<file path="src/rtl/lsq_pkg.sv">
package lsq_pkg;

  typedef enum logic [2:0] {
    K_NONE,
    K_LOAD,
    K_STORE,
    K_LBAR,
    K_SBAR,
    K_FBAR
  } mem_kind_e;

  // Map the dispatch flags onto an entry kind.
  function automatic mem_kind_e classify(input logic ld, input logic st, input logic sfx);
    mem_kind_e k;
    if (sfx) begin
      if (ld && st)  k = K_FBAR;
      else if (ld)   k = K_LBAR;
      else if (st)   k = K_SBAR;
      else           k = K_NONE;
    end else begin
      if (st)        k = K_STORE;
      else if (ld)   k = K_LOAD;
      else           k = K_NONE;
    end
    return k;
  endfunction

endpackage

</file>
<file path="src/rtl/lsq_pick.sv">
module lsq_pick #(
  parameter int N  = 4,
  parameter int IW = 2
) (
  input  logic [N-1:0]  busy,
  output logic          found,
  output logic [IW-1:0] idx
);
  // Scan downward so the lowest free index wins.
  always_comb begin
    found = 1'b0;
    idx   = '0;
    for (int i = N - 1; i >= 0; i--) begin
      if (!busy[i]) begin
        found = 1'b1;
        idx   = IW'(i);
      end
    end
  end
endmodule

</file>
<file path="src/rtl/lsq_queue.sv">
module lsq_queue #(
  parameter int N     = 4,
  parameter int AGE_W = 6,
  parameter int IW    = 2
) (
  input  logic                      clk,
  input  logic                      rst_n,
  input  logic                      wr_en,
  input  logic [IW-1:0]             wr_idx,
  input  logic [AGE_W-1:0]          wr_age,
  input  logic                      wr_bar,
  input  logic                      wr_full,
  input  logic [N-1:0]              clr,
  output logic [N-1:0]              vld,
  output logic [N-1:0][AGE_W-1:0]   age,
  output logic [N-1:0]              bar,
  output logic [N-1:0]              fullb
);

  for (genvar g = 0; g < N; g++) begin : g_slot
    logic hit;
    assign hit = wr_en && (wr_idx == IW'(g));

    always_ff @(posedge clk) begin
      if (!rst_n) begin
        vld[g] <= 1'b0;
      end else if (hit) begin
        vld[g] <= 1'b1;
      end else if (clr[g]) begin
        vld[g] <= 1'b0;
      end
    end

    always_ff @(posedge clk) begin
      if (!rst_n) begin
        age[g]   <= '0;
        bar[g]   <= 1'b0;
        fullb[g] <= 1'b0;
      end else if (hit) begin
        age[g]   <= wr_age;
        bar[g]   <= wr_bar;
        fullb[g] <= wr_full;
      end
    end
  end

  // A write only ever lands on an empty slot.
  p_slot_free_r10: assert property (@(posedge clk) disable iff (!rst_n)
    wr_en |-> !vld[wr_idx]);

  // A cleared live slot is empty afterwards.
  p_clear_r9: assert property (@(posedge clk) disable iff (!rst_n)
    (|(clr & vld)) |=> ((vld & $past(clr & vld)) == '0));

endmodule

</file>
<file path="src/rtl/lsq_rules.sv">
module lsq_rules #(
  parameter int LQN   = 4,
  parameter int SQN   = 6,
  parameter int AGE_W = 6
) (
  input  logic                        clk,
  input  logic                        rst_n,
  input  logic                        noalias,
  input  logic [LQN-1:0]              lq_vld,
  input  logic [LQN-1:0][AGE_W-1:0]   lq_age,
  input  logic [LQN-1:0]              lq_bar,
  input  logic [LQN-1:0]              lq_fb,
  input  logic [SQN-1:0]              sq_vld,
  input  logic [SQN-1:0][AGE_W-1:0]   sq_age,
  input  logic [SQN-1:0]              sq_bar,
  input  logic [SQN-1:0]              sq_fb,
  output logic [LQN-1:0]              lq_ok,
  output logic [SQN-1:0]              sq_ok,
  output logic [LQN-1:0]              lq_ret,
  output logic [SQN-1:0]              sq_ret
);

  // a is older than b when a - b wraps negative.
  function automatic logic older(input logic [AGE_W-1:0] a, input logic [AGE_W-1:0] b);
    logic [AGE_W-1:0] d;
    d = a - b;
    return d[AGE_W-1];
  endfunction

  // Load pool: eligibility and barrier departure.
  always_comb begin
    for (int i = 0; i < LQN; i++) begin
      logic blk;
      logic old_lq;
      logic old_sq;
      blk    = 1'b0;
      old_lq = 1'b0;
      old_sq = 1'b0;
      for (int k = 0; k < LQN; k++) begin
        if (lq_vld[k] && older(lq_age[k], lq_age[i])) begin
          old_lq = 1'b1;
          if (lq_bar[k]) begin
            blk = 1'b1;
          end else begin
            for (int m = 0; m < SQN; m++) begin
              if (sq_vld[m] && older(lq_age[k], sq_age[m]) && older(sq_age[m], lq_age[i]))
                blk = 1'b1;
            end
          end
        end
      end
      for (int j = 0; j < SQN; j++) begin
        if (sq_vld[j] && older(sq_age[j], lq_age[i])) begin
          old_sq = 1'b1;
          if (!sq_bar[j] && !noalias) blk = 1'b1;
        end
      end
      lq_ok[i]  = lq_vld[i] && !lq_bar[i] && !blk;
      lq_ret[i] = lq_vld[i] && lq_bar[i] && !old_lq && (!lq_fb[i] || !old_sq);
    end
  end

  // Store pool: eligibility and barrier departure.
  always_comb begin
    for (int j = 0; j < SQN; j++) begin
      logic old_sq;
      logic old_lq;
      logic old_ld;
      old_sq = 1'b0;
      old_lq = 1'b0;
      old_ld = 1'b0;
      for (int m = 0; m < SQN; m++) begin
        if (sq_vld[m] && older(sq_age[m], sq_age[j])) old_sq = 1'b1;
      end
      for (int k = 0; k < LQN; k++) begin
        if (lq_vld[k] && older(lq_age[k], sq_age[j])) begin
          old_lq = 1'b1;
          if (!lq_bar[k]) old_ld = 1'b1;
        end
      end
      sq_ok[j]  = sq_vld[j] && !sq_bar[j] && !old_sq && !old_ld;
      sq_ret[j] = sq_vld[j] && sq_bar[j] && !old_sq && (!sq_fb[j] || !old_lq);
    end
  end

  // Stores leave strictly in order: never two eligible at once.
  p_one_store_r1: assert property (@(posedge clk) disable iff (!rst_n)
    $countones(sq_ok) <= 1);

endmodule

</file>
<file path="src/rtl/lsq_order_unit.sv">
module lsq_order_unit
  import lsq_pkg::*;
#(
  parameter int LQ_DEPTH  = 4,
  parameter int SQ_DEPTH  = 0,
  parameter int MAX_DEPTH = 6,
  localparam int LQ_N  = (LQ_DEPTH == 0) ? MAX_DEPTH : LQ_DEPTH,
  localparam int SQ_N  = (SQ_DEPTH == 0) ? MAX_DEPTH : SQ_DEPTH,
  localparam int LQ_IW = (LQ_N > 1) ? $clog2(LQ_N) : 1,
  localparam int SQ_IW = (SQ_N > 1) ? $clog2(SQ_N) : 1
) (
  input  logic             clk,
  input  logic             rst_n,
  input  logic             noalias,
  input  logic             alloc_valid,
  input  logic             alloc_ld,
  input  logic             alloc_st,
  input  logic             alloc_sfx,
  output logic             alloc_ready,
  output logic [LQ_IW-1:0] alloc_lq_slot,
  output logic [SQ_IW-1:0] alloc_sq_slot,
  input  logic             cmp_lq_valid,
  input  logic [LQ_IW-1:0] cmp_lq_slot,
  input  logic             cmp_sq_valid,
  input  logic [SQ_IW-1:0] cmp_sq_slot,
  output logic [LQ_N-1:0]  lq_issue_ok,
  output logic [SQ_N-1:0]  sq_issue_ok,
  output logic             lq_full,
  output logic             sq_full,
  output logic [1:0]       lq_credit_cnt,
  output logic [1:0]       sq_credit_cnt
);

  localparam int AGE_W = $clog2(LQ_N + SQ_N) + 2;

  mem_kind_e kind;
  logic need_lq, need_sq, is_bar, acc;
  logic lq_found, sq_found;
  logic [AGE_W-1:0] age_q;

  logic [LQ_N-1:0]             lq_vld, lq_bar, lq_fb, lq_ret, lq_clr;
  logic [LQ_N-1:0][AGE_W-1:0]  lq_age;
  logic [SQ_N-1:0]             sq_vld, sq_bar, sq_fb, sq_ret, sq_clr;
  logic [SQ_N-1:0][AGE_W-1:0]  sq_age;

  assign kind    = classify(alloc_ld, alloc_st, alloc_sfx);
  assign need_lq = (kind == K_LOAD) || (kind == K_LBAR) || (kind == K_FBAR);
  assign need_sq = (kind == K_STORE) || (kind == K_SBAR) || (kind == K_FBAR);
  assign is_bar  = (kind == K_LBAR) || (kind == K_SBAR) || (kind == K_FBAR);

  lsq_pick #(.N(LQ_N), .IW(LQ_IW)) u_lq_pick (
    .busy(lq_vld), .found(lq_found), .idx(alloc_lq_slot));
  lsq_pick #(.N(SQ_N), .IW(SQ_IW)) u_sq_pick (
    .busy(sq_vld), .found(sq_found), .idx(alloc_sq_slot));

  assign lq_full     = !lq_found;
  assign sq_full     = !sq_found;
  assign alloc_ready = (!need_lq || lq_found) && (!need_sq || sq_found);
  assign acc         = alloc_valid && alloc_ready && (kind != K_NONE);

  always_ff @(posedge clk) begin
    if (!rst_n)   age_q <= '0;
    else if (acc) age_q <= age_q + 1'b1;
  end

  for (genvar g = 0; g < LQ_N; g++) begin : g_lq_clr
    assign lq_clr[g] = lq_vld[g] &&
      ((cmp_lq_valid && (cmp_lq_slot == LQ_IW'(g))) || lq_ret[g]);
  end
  for (genvar g = 0; g < SQ_N; g++) begin : g_sq_clr
    assign sq_clr[g] = sq_vld[g] &&
      ((cmp_sq_valid && (cmp_sq_slot == SQ_IW'(g))) || sq_ret[g]);
  end

  assign lq_credit_cnt = 2'($countones(lq_clr));
  assign sq_credit_cnt = 2'($countones(sq_clr));

  lsq_queue #(.N(LQ_N), .AGE_W(AGE_W), .IW(LQ_IW)) u_lq (
    .clk(clk), .rst_n(rst_n),
    .wr_en(acc && need_lq), .wr_idx(alloc_lq_slot), .wr_age(age_q),
    .wr_bar(is_bar), .wr_full(kind == K_FBAR), .clr(lq_clr),
    .vld(lq_vld), .age(lq_age), .bar(lq_bar), .fullb(lq_fb));

  lsq_queue #(.N(SQ_N), .AGE_W(AGE_W), .IW(SQ_IW)) u_sq (
    .clk(clk), .rst_n(rst_n),
    .wr_en(acc && need_sq), .wr_idx(alloc_sq_slot), .wr_age(age_q),
    .wr_bar(is_bar), .wr_full(kind == K_FBAR), .clr(sq_clr),
    .vld(sq_vld), .age(sq_age), .bar(sq_bar), .fullb(sq_fb));

  lsq_rules #(.LQN(LQ_N), .SQN(SQ_N), .AGE_W(AGE_W)) u_rules (
    .clk(clk), .rst_n(rst_n), .noalias(noalias),
    .lq_vld(lq_vld), .lq_age(lq_age), .lq_bar(lq_bar), .lq_fb(lq_fb),
    .sq_vld(sq_vld), .sq_age(sq_age), .sq_bar(sq_bar), .sq_fb(sq_fb),
    .lq_ok(lq_issue_ok), .sq_ok(sq_issue_ok),
    .lq_ret(lq_ret), .sq_ret(sq_ret));

  // A full pool never accepts an op that needs it.
  p_full_ready_r8: assert property (@(posedge clk) disable iff (!rst_n)
    (alloc_valid && ((need_lq && lq_full) || (need_sq && sq_full))) |-> !alloc_ready);

  // Each accepted op receives the next age tag.
  p_age_step_r10: assert property (@(posedge clk) disable iff (!rst_n)
    acc |=> (age_q == AGE_W'($past(age_q) + 1'b1)));

  // Occupancy drops by the reported credit when nothing is added.
  p_credit_drop_r9: assert property (@(posedge clk) disable iff (!rst_n)
    !(acc && need_lq) |=>
      ($countones(lq_vld) == $past($countones(lq_vld)) - $past(int'(lq_credit_cnt))));

endmodule

</file>
<file path="config.mk">
export PLATFORM = sky130hd
export DESIGN_NAME = lsq_order_unit
export DESIGN_NICKNAME = d
export VERILOG_FILES = /design/src/rtl/lsq_pkg.sv /design/src/rtl/lsq_pick.sv /design/src/rtl/lsq_queue.sv /design/src/rtl/lsq_rules.sv /design/src/rtl/lsq_order_unit.sv
export SDC_FILE = /design/constraint.sdc
export NUM_CORES = 1
export LEC_CHECK = 0
export ABC_CLOCK_PERIOD_IN_PS = 5300
export BUFFER_PORTS_ARGS = -buffer_cell sky130_fd_sc_hd__clkbuf_2
export CORE_MARGIN = 5
export CORE_UTILIZATION = 66
export DETAILED_ROUTE_END_ITERATION = 7
export PLACE_DENSITY = 0.9
export SETUP_SLACK_MARGIN = 0.3
export SLEW_MARGIN = 10
export SYNTH_ARGS = -nofsm -noshare
export SYNTH_HDL_FRONTEND = slang
export SYNTH_SLANG_ARGS = --single-unit
export TNS_END_PERCENT = 1
</file>
<file path="constraint.sdc">
create_clock -name clk -period 5.3 [get_ports clk]
set_input_delay 0.265 -clock clk [delete_from_list [all_inputs] [get_ports clk]]
set_output_delay 0.265 -clock clk [all_outputs]
set_load 0.01 [all_outputs]
</file>
[After elaboration in Yosys (flattened, before gate mapping)]
Index checks and enable logic that the tools add are counted.
Operators by class
  $add $sub $neg: 109
  multipliers: 0
  divide/modulo/power cells: 0
  magnitude comparators: 0
  equality and inequality tests: 21
  shift operators: 0
  mux-type cells: 365
  bitwise operators: 0
  reduce and logical (&&, ||, !) cells: 416
Operators with widths (number)
  6-bit subtractor: 100
  1-bit two-way mux: 350
  1-bit logical AND: 318
  1-bit zero test: 55
  3-bit two-way mux: 10
  1-bit logical OR: 28
  2-bit nonzero test: 10
  3-bit by 2-bit == test with 1-bit output, second input constant: 6
  3-bit == test, second input constant: 6
  1-bit by 1-bit adder with 2-bit output: 5
  2-bit two-way mux: 5
  3-bit by 1-bit == test with 1-bit output, second input constant: 3
  2-bit == test, second input constant: 4
  2-bit adder: 3
  6-bit by 1-bit adder with 6-bit output, second input constant: 1
  3-bit zero test: 2
  2-bit by 1-bit == test with 1-bit output, second input constant: 2
  2-bit zero test: 2
  3-bit nonzero test: 1
Storage, ports and cells
  flip-flop bits (word level): 96
  latch bits: 0
  RAM bits: 0
  memory bits (read-only): 0
  input port bits: 14
  output and inout bits: 22
  word-level logic and storage cells: 952
  memories: 0

[Depth between registers and ports, before layout]
  depth in word-level cells: 49
  depth in mapped cells: 16
  gate-level depth less buffers: 16

[Modules after synthesis]
From an unflattened synthesis, not the netlist that was laid out.
Unflattened totals
  cell total of the unflattened synthesis: 1774
  area total of the unflattened synthesis: 15343.5 µm²
Modules (own cells, without submodules)
  lsq_rules: instances 1, cells an instance 1356, area an instance 11262.1 µm², seq. area each 0.0 µm²
  lsq_queue (u_sq): instances 1, cells an instance 189, area an instance 2006.9 µm², seq. area each 1081.0 µm²
  lsq_queue (u_lq): instances 1, cells an instance 129, area an instance 1353.8 µm², seq. area each 720.7 µm²
  lsq_order_unit: instances 1, cells an instance 86, area an instance 633.1 µm², seq. area each 120.1 µm²
  lsq_pick (u_sq_pick): instances 1, cells an instance 9, area an instance 58.8 µm², seq. area each 0.0 µm²
  lsq_pick (u_lq_pick): instances 1, cells an instance 5, area an instance 28.8 µm², seq. area each 0.0 µm²

[Least setup slack after synthesis]
Ideal clock, no wire load.
  path type: register -> output
  from: register u_lq.age[4] in the netlist's numbering
  to: output sq_credit_cnt[1]
  arrival: 4118 ps
  required time: 5035 ps
  slack: 917 ps
  cell stages (with the launch flop): 17
  path buffers: 0
  path through: dfxtp_1 > inv_1 > ha_1 > and2_1 > o21ai_0 > o311ai_1 > a211oi_2 > a2bb2o_1 > o21ai_0 > and3_1 > o21ai_0 > fa_1 > inv_1 > fa_1 > ha_1 > xor2_1 > xnor2_1
On the way
  cells in the longest elaborated chain, start to end: 14
  elaborated cells on any way between the ends: 71
  those cells by class: add/sub: 11; mux: 24; reduce/logical: 36
Ends and longest elaborated chain
  start: declaration: RTL line lsq_queue.sv:15  | output logic [N-1:0][AGE_W-1:0] age,
  start signal: indexed assignment: RTL line lsq_queue.sv:40  | age[g] <= wr_age;
  6-bit subtractor: RTL line lsq_rules.sv:26  | d = a - b;
  1-bit logical AND: RTL line lsq_rules.sv:76  | if (lq_vld[k] && older(lq_age[k], sq_age[j])) begin
  1-bit two-way mux (4 in a row): RTL line lsq_rules.sv:76
  1-bit zero test: RTL line lsq_rules.sv:82  | sq_ret[j] = sq_vld[j] && sq_bar[j] && !old_sq && (!sq_fb[j] || !old_lq);
  1-bit logical OR: RTL line lsq_rules.sv:82
  1-bit logical AND: RTL line lsq_rules.sv:82
  1-bit logical OR: RTL line lsq_order_unit.sv:72  | ((cmp_sq_valid && (cmp_sq_slot == SQ_IW'(g))) || sq_ret[g]);
  1-bit logical AND: RTL line lsq_order_unit.sv:71  | assign sq_clr[g] = sq_vld[g] &&
  1-bit by 1-bit adder with 2-bit output (implied by the code): RTL line lsq_order_unit.sv:76  | assign sq_credit_cnt = 2'($countones(sq_clr));
  2-bit adder (implied by the code): RTL line lsq_order_unit.sv:76
  2-bit adder (implied by the code) *: RTL line lsq_order_unit.sv:76
  end: declaration: RTL line lsq_order_unit.sv:31  | output logic [1:0] sq_credit_cnt
Every way passes the cells marked *; elsewhere a longest branch is shown, timed or not.

[Worst setup path after layout]
  from: register u_sq.age[8] in the netlist's numbering
  to: output sq_credit_cnt[1]
On the way
  cells in the longest elaborated chain, start to end: 16
  elaborated cells on any way between the ends: 102
  those cells by class: add/sub: 20; mux: 35; reduce/logical: 47
Ends and longest elaborated chain
  start: declaration: RTL line lsq_queue.sv:15
  start signal: indexed assignment: RTL line lsq_queue.sv:40
  6-bit subtractor: RTL line lsq_rules.sv:26
  1-bit logical AND: RTL line lsq_rules.sv:73  | if (sq_vld[m] && older(sq_age[m], sq_age[j])) old_sq = 1'b1;
  1-bit two-way mux (6 in a row): RTL line lsq_rules.sv:73
  1-bit zero test: RTL line lsq_rules.sv:82
  1-bit logical AND (2 in a row): RTL line lsq_rules.sv:82
  1-bit logical OR: RTL line lsq_order_unit.sv:72
  1-bit logical AND: RTL line lsq_order_unit.sv:71
  1-bit by 1-bit adder with 2-bit output (implied by the code): RTL line lsq_order_unit.sv:76
  2-bit adder (implied by the code): RTL line lsq_order_unit.sv:76
  2-bit adder (implied by the code) *: RTL line lsq_order_unit.sv:76
Marked as above.

==> flow_summary.yaml <==
synthesis:
  synth-compound-area-share_pct: 21.6
  synth_edf_count: 0
  yosysSeqAreaShare_pct: 12.9
  syn_avg_cell_area_um2: 8.51
  netlist_area_mm2: 0.0149
  synth_top_family_by_area: "adder cells"
  synth_xor_area_share_pct: 7.89
  synth-seq-cells: 96
  ys.flop_type: "dfxtp_1"
  syn-instance-count: 1754
  synth.top_cells.by_area: "ha_1 30%, dfxtp_1 13%, mux2i_1 6.4%"
  synth_top_area_cell: "ha_1"
  synth_warnings: 0
  synthAdderAreaFrac_pct: 30.8
  synth_fp_nets: 2134
  synthArstFlopShare_pct: 0
  synth_cell_types: 85
  synth-simple-area-share_pct: 16.7
  synth_top_cell_area_share_pct: 30.4
  synth.area.mux_share_pct: 6.59
worst_setup_path:
  max_stage_delay_ps: 590
  cp-start-kind: "flip-flop"
  setup.worst_path.start: "u_sq.age[8]"
  critical_path_required_ps: 5040
  path_buf_inv: 4
  arrival_ps: 5040
  end_kind: "output pin"
  crit_family: "compound AO/OA/AOI/OAI gates"
  r2r-start: "u_sq.age[31]"
  path_class: "reg2out"
  path_max_fanout: 4
  path_cells: "clkinvlp_4 -> buf_6 -> ha_4 -> a21o_1 -> a21o_1 -> a221oi_4 -> xnor2_1 -> a22oi_1 -> o211ai_1 -> a211oi_2 -> o21ai_2 -> fa_1 -> inv_2 -> fa_1 -> ha_2 -> xor2_2 -> xnor2_1 -> buf_2"
  critPathSlowestCell: "fa_1"
timing:
  hold_viol_final: 0
  min_period_ps: 5310
  slew_violations: 0
  fmax_mhz: 188
  slew_headroom_pct: 25.1
  final.period_utilization_pct: 100
  hold_slack_ps: 337
  setup_viol: 1
  fin_skew_ps: 16.7
  worst_slew_pin_slew_ps: 1120
  fin_ws_ps: -7.11
  rsz0062_at_grt: "true"
routing:
  drt_first_pass_iters: 8
  wl_mm: 69.1
  drtAntennaViolNets: 0
  drc: 19
  drtIter0Drc: 2700
  wl_per_cell_um: 31.3
  vias: 16681
  viasPerCell: 7.55
layout:
  drive_gt1_share_pct: 17.1
  multi_input_comb_area_mm2: 0.0128
  final_cells: 2208
  seq_area_mm2: 0.00195
  final_nets: 2297
  fillers: 1523
  area_growth_pct: 16.0
clocking:
  cts_buffers: 9
  clock_latency_ps: 370
  ctsHoldBuffers: 0
  clk_pin_slew_ps: 100
  cts_tree: "yes"
  htree_levels: 3
  cts_buffer_depth: 2
  root_buffer: "clkbuf_16"
  cts_sinks: 96
die:
  die_w_um: 160
  chipHeight_um: 160
  die_area_mm2: 0.0257
  io_pins: 36
  core_area_mm2: 0.0224
  rows: 55
  start_util_pct: 66.6
outcome:
  violations: "design-rule violations, negative setup slack"
  status: "complete, but fails checks"
placement:
  hpwl_mm: 47.2
  place.gp.congestion: 1.14
  portBuffers: 35
  dp.cells: 2127
global_route:
  grt_pass1_wl_mm: 96.0
  grt_max_degree: 56
  overflow: 0
  antenna_found_initial: 1
  grt_pass1_vias: 15679
  grt.total_usage_pct: 48.9
pwr:
  leakage_nw: 8.06
  powerDensity_mw_per_mm2: 95.8
  ir_drop_mv: 0.162
run:
  cap_violations: 0
min_path:
  holdCritStartpoint: "cmp_sq_slot[0]"
  min_path_type: "in2reg"
metal layers:
layer	routed length (µm)	part of all wire (%)	up-vias	global-route usage, %
met3	11300	16	576	15.1
met2	27400	40	1668	71.0
met5	8	0.012	-	0.758
li1	-	-	6769	-
met4	7200	10	2	37.0
met1	23200	34	7666	60.3
per-stage QoR:
stage	cell area [µm²]	power [mW]	worst slack [ps]	utilization (%)	setup TNS, ps
6_report	17300	1.66	-7.11	77.2	-7.11
5_1_grt	17300	1.69	-114	77.2	-114
4_1_cts	16700	1.62	300	74.3	0
3_5_place_dp	16000	0.920	95.0	71.5	0
3_3_place_gp	16000	0.918	226	71.5	0
2_1_floorplan	14900	0.849	917	-	0
synth_stat cells (41+ instances only):
| cell type | instances |
|---|---|
| ha_1 | 363 |
| nor2_1 | 145 |
| a21o_1 | 104 |
| dfxtp_1 | 96 |
| mux2i_1 | 96 |
| a21oi_1 | 87 |
| nand2_1 | 75 |
| inv_1 | 66 |
| xnor2_1 | 64 |
| o21ai_0 | 59 |
| nand2b_1 | 58 |
| xor2_1 | 58 |
| clkbuf_1 | 41 |
worst paths after layout:
check	end	cells past startpoint	slack, ps
worst min-delay path	u_sq.vld[5]	3	340
worst max-delay path	sq_credit_cnt[1]	18	-7
worst min register to register	u_lq.fullb[2]	2	500
worst max register to register	u_sq.vld[5]	11	1600
flip-flops by register name, summed over array words and instances, names as in the netlist:
signal,cells
age_q,6
u_lq.age,24
u_lq.bar,4
u_lq.fullb,4
u_lq.vld,4
u_sq.age,36
u_sq.bar,6
u_sq.fullb,6
u_sq.vld,6
worst reg2reg max path, stage by stage (launching register included):
cell and delay (ps):
dfxtp_1 730, inv_1 100, buf_4 240, ha_1 220
a21o_1 210, a21o_1 200, a221oi_1 610, xnor2_1 220
o22ai_1 140, a211o_1 390, a211o_1 320, a41o_1 230
cells by family after synthesis:
| family | Yosys count |
|---|---|
| xor gates and xnor gates | 128 |
| AOI/OAI and AO/OA | 459 |
| and+or+nand+nor | 478 |
| DFF | 96 |
| muxes | 98 |
| buffers and inverters | 129 |
| adders and majority gates | 366 |
cells in the final DEF, fill, tap and decap left out, types with 17 or more instances in the layout:
cell and instances:
ha_1 353, buf_4 168, nor2_1 145, a21o_1 104, mux2i_1 96, a21oi_1 85, dfxtp_1 82, nand2_1 75
xnor2_1 62, nand2b_1 58, xor2_1 57, o21ai_0 55, inv_1 46, clkbuf_2 34, nand3_1 33, nor3_1 25
a221oi_1 24, o22ai_1 24, and4_1 20, and2_1 20, clkinvlp_4 18, o21a_1 17
cell type report:
class,count,share of cell area [%]
Antenna cell,1,0.0144
Clock buffer,9,1.30
Clock inverter,7,0.527
Inverter,69,1.86
Multi-Input combinational cell,1529,73.9
Sequential cell,96,11.3
Tap cell,285,2.06
Timing Repair Buffer,211,9.01
Timing Repair inverter,1,0.0433
where the power goes:
part / leakage [nW] / switching (mW) / internal, mW
clock network: 0.152 / 0.390 / 0.344
logic: 7.13 / 0.119 / 0.0610
registers: 0.783 / 0.0235 / 0.723
repair_timing:
item	in CTS	in global routing
hold endpoints to repair	0	0
cloned	0	1
buffers inserted	22	41
endpoints found under the setup margin	2	2
resized for setup	33	66
pin swaps	7	29
Note: power is estimated with default switching activity, not from simulation.
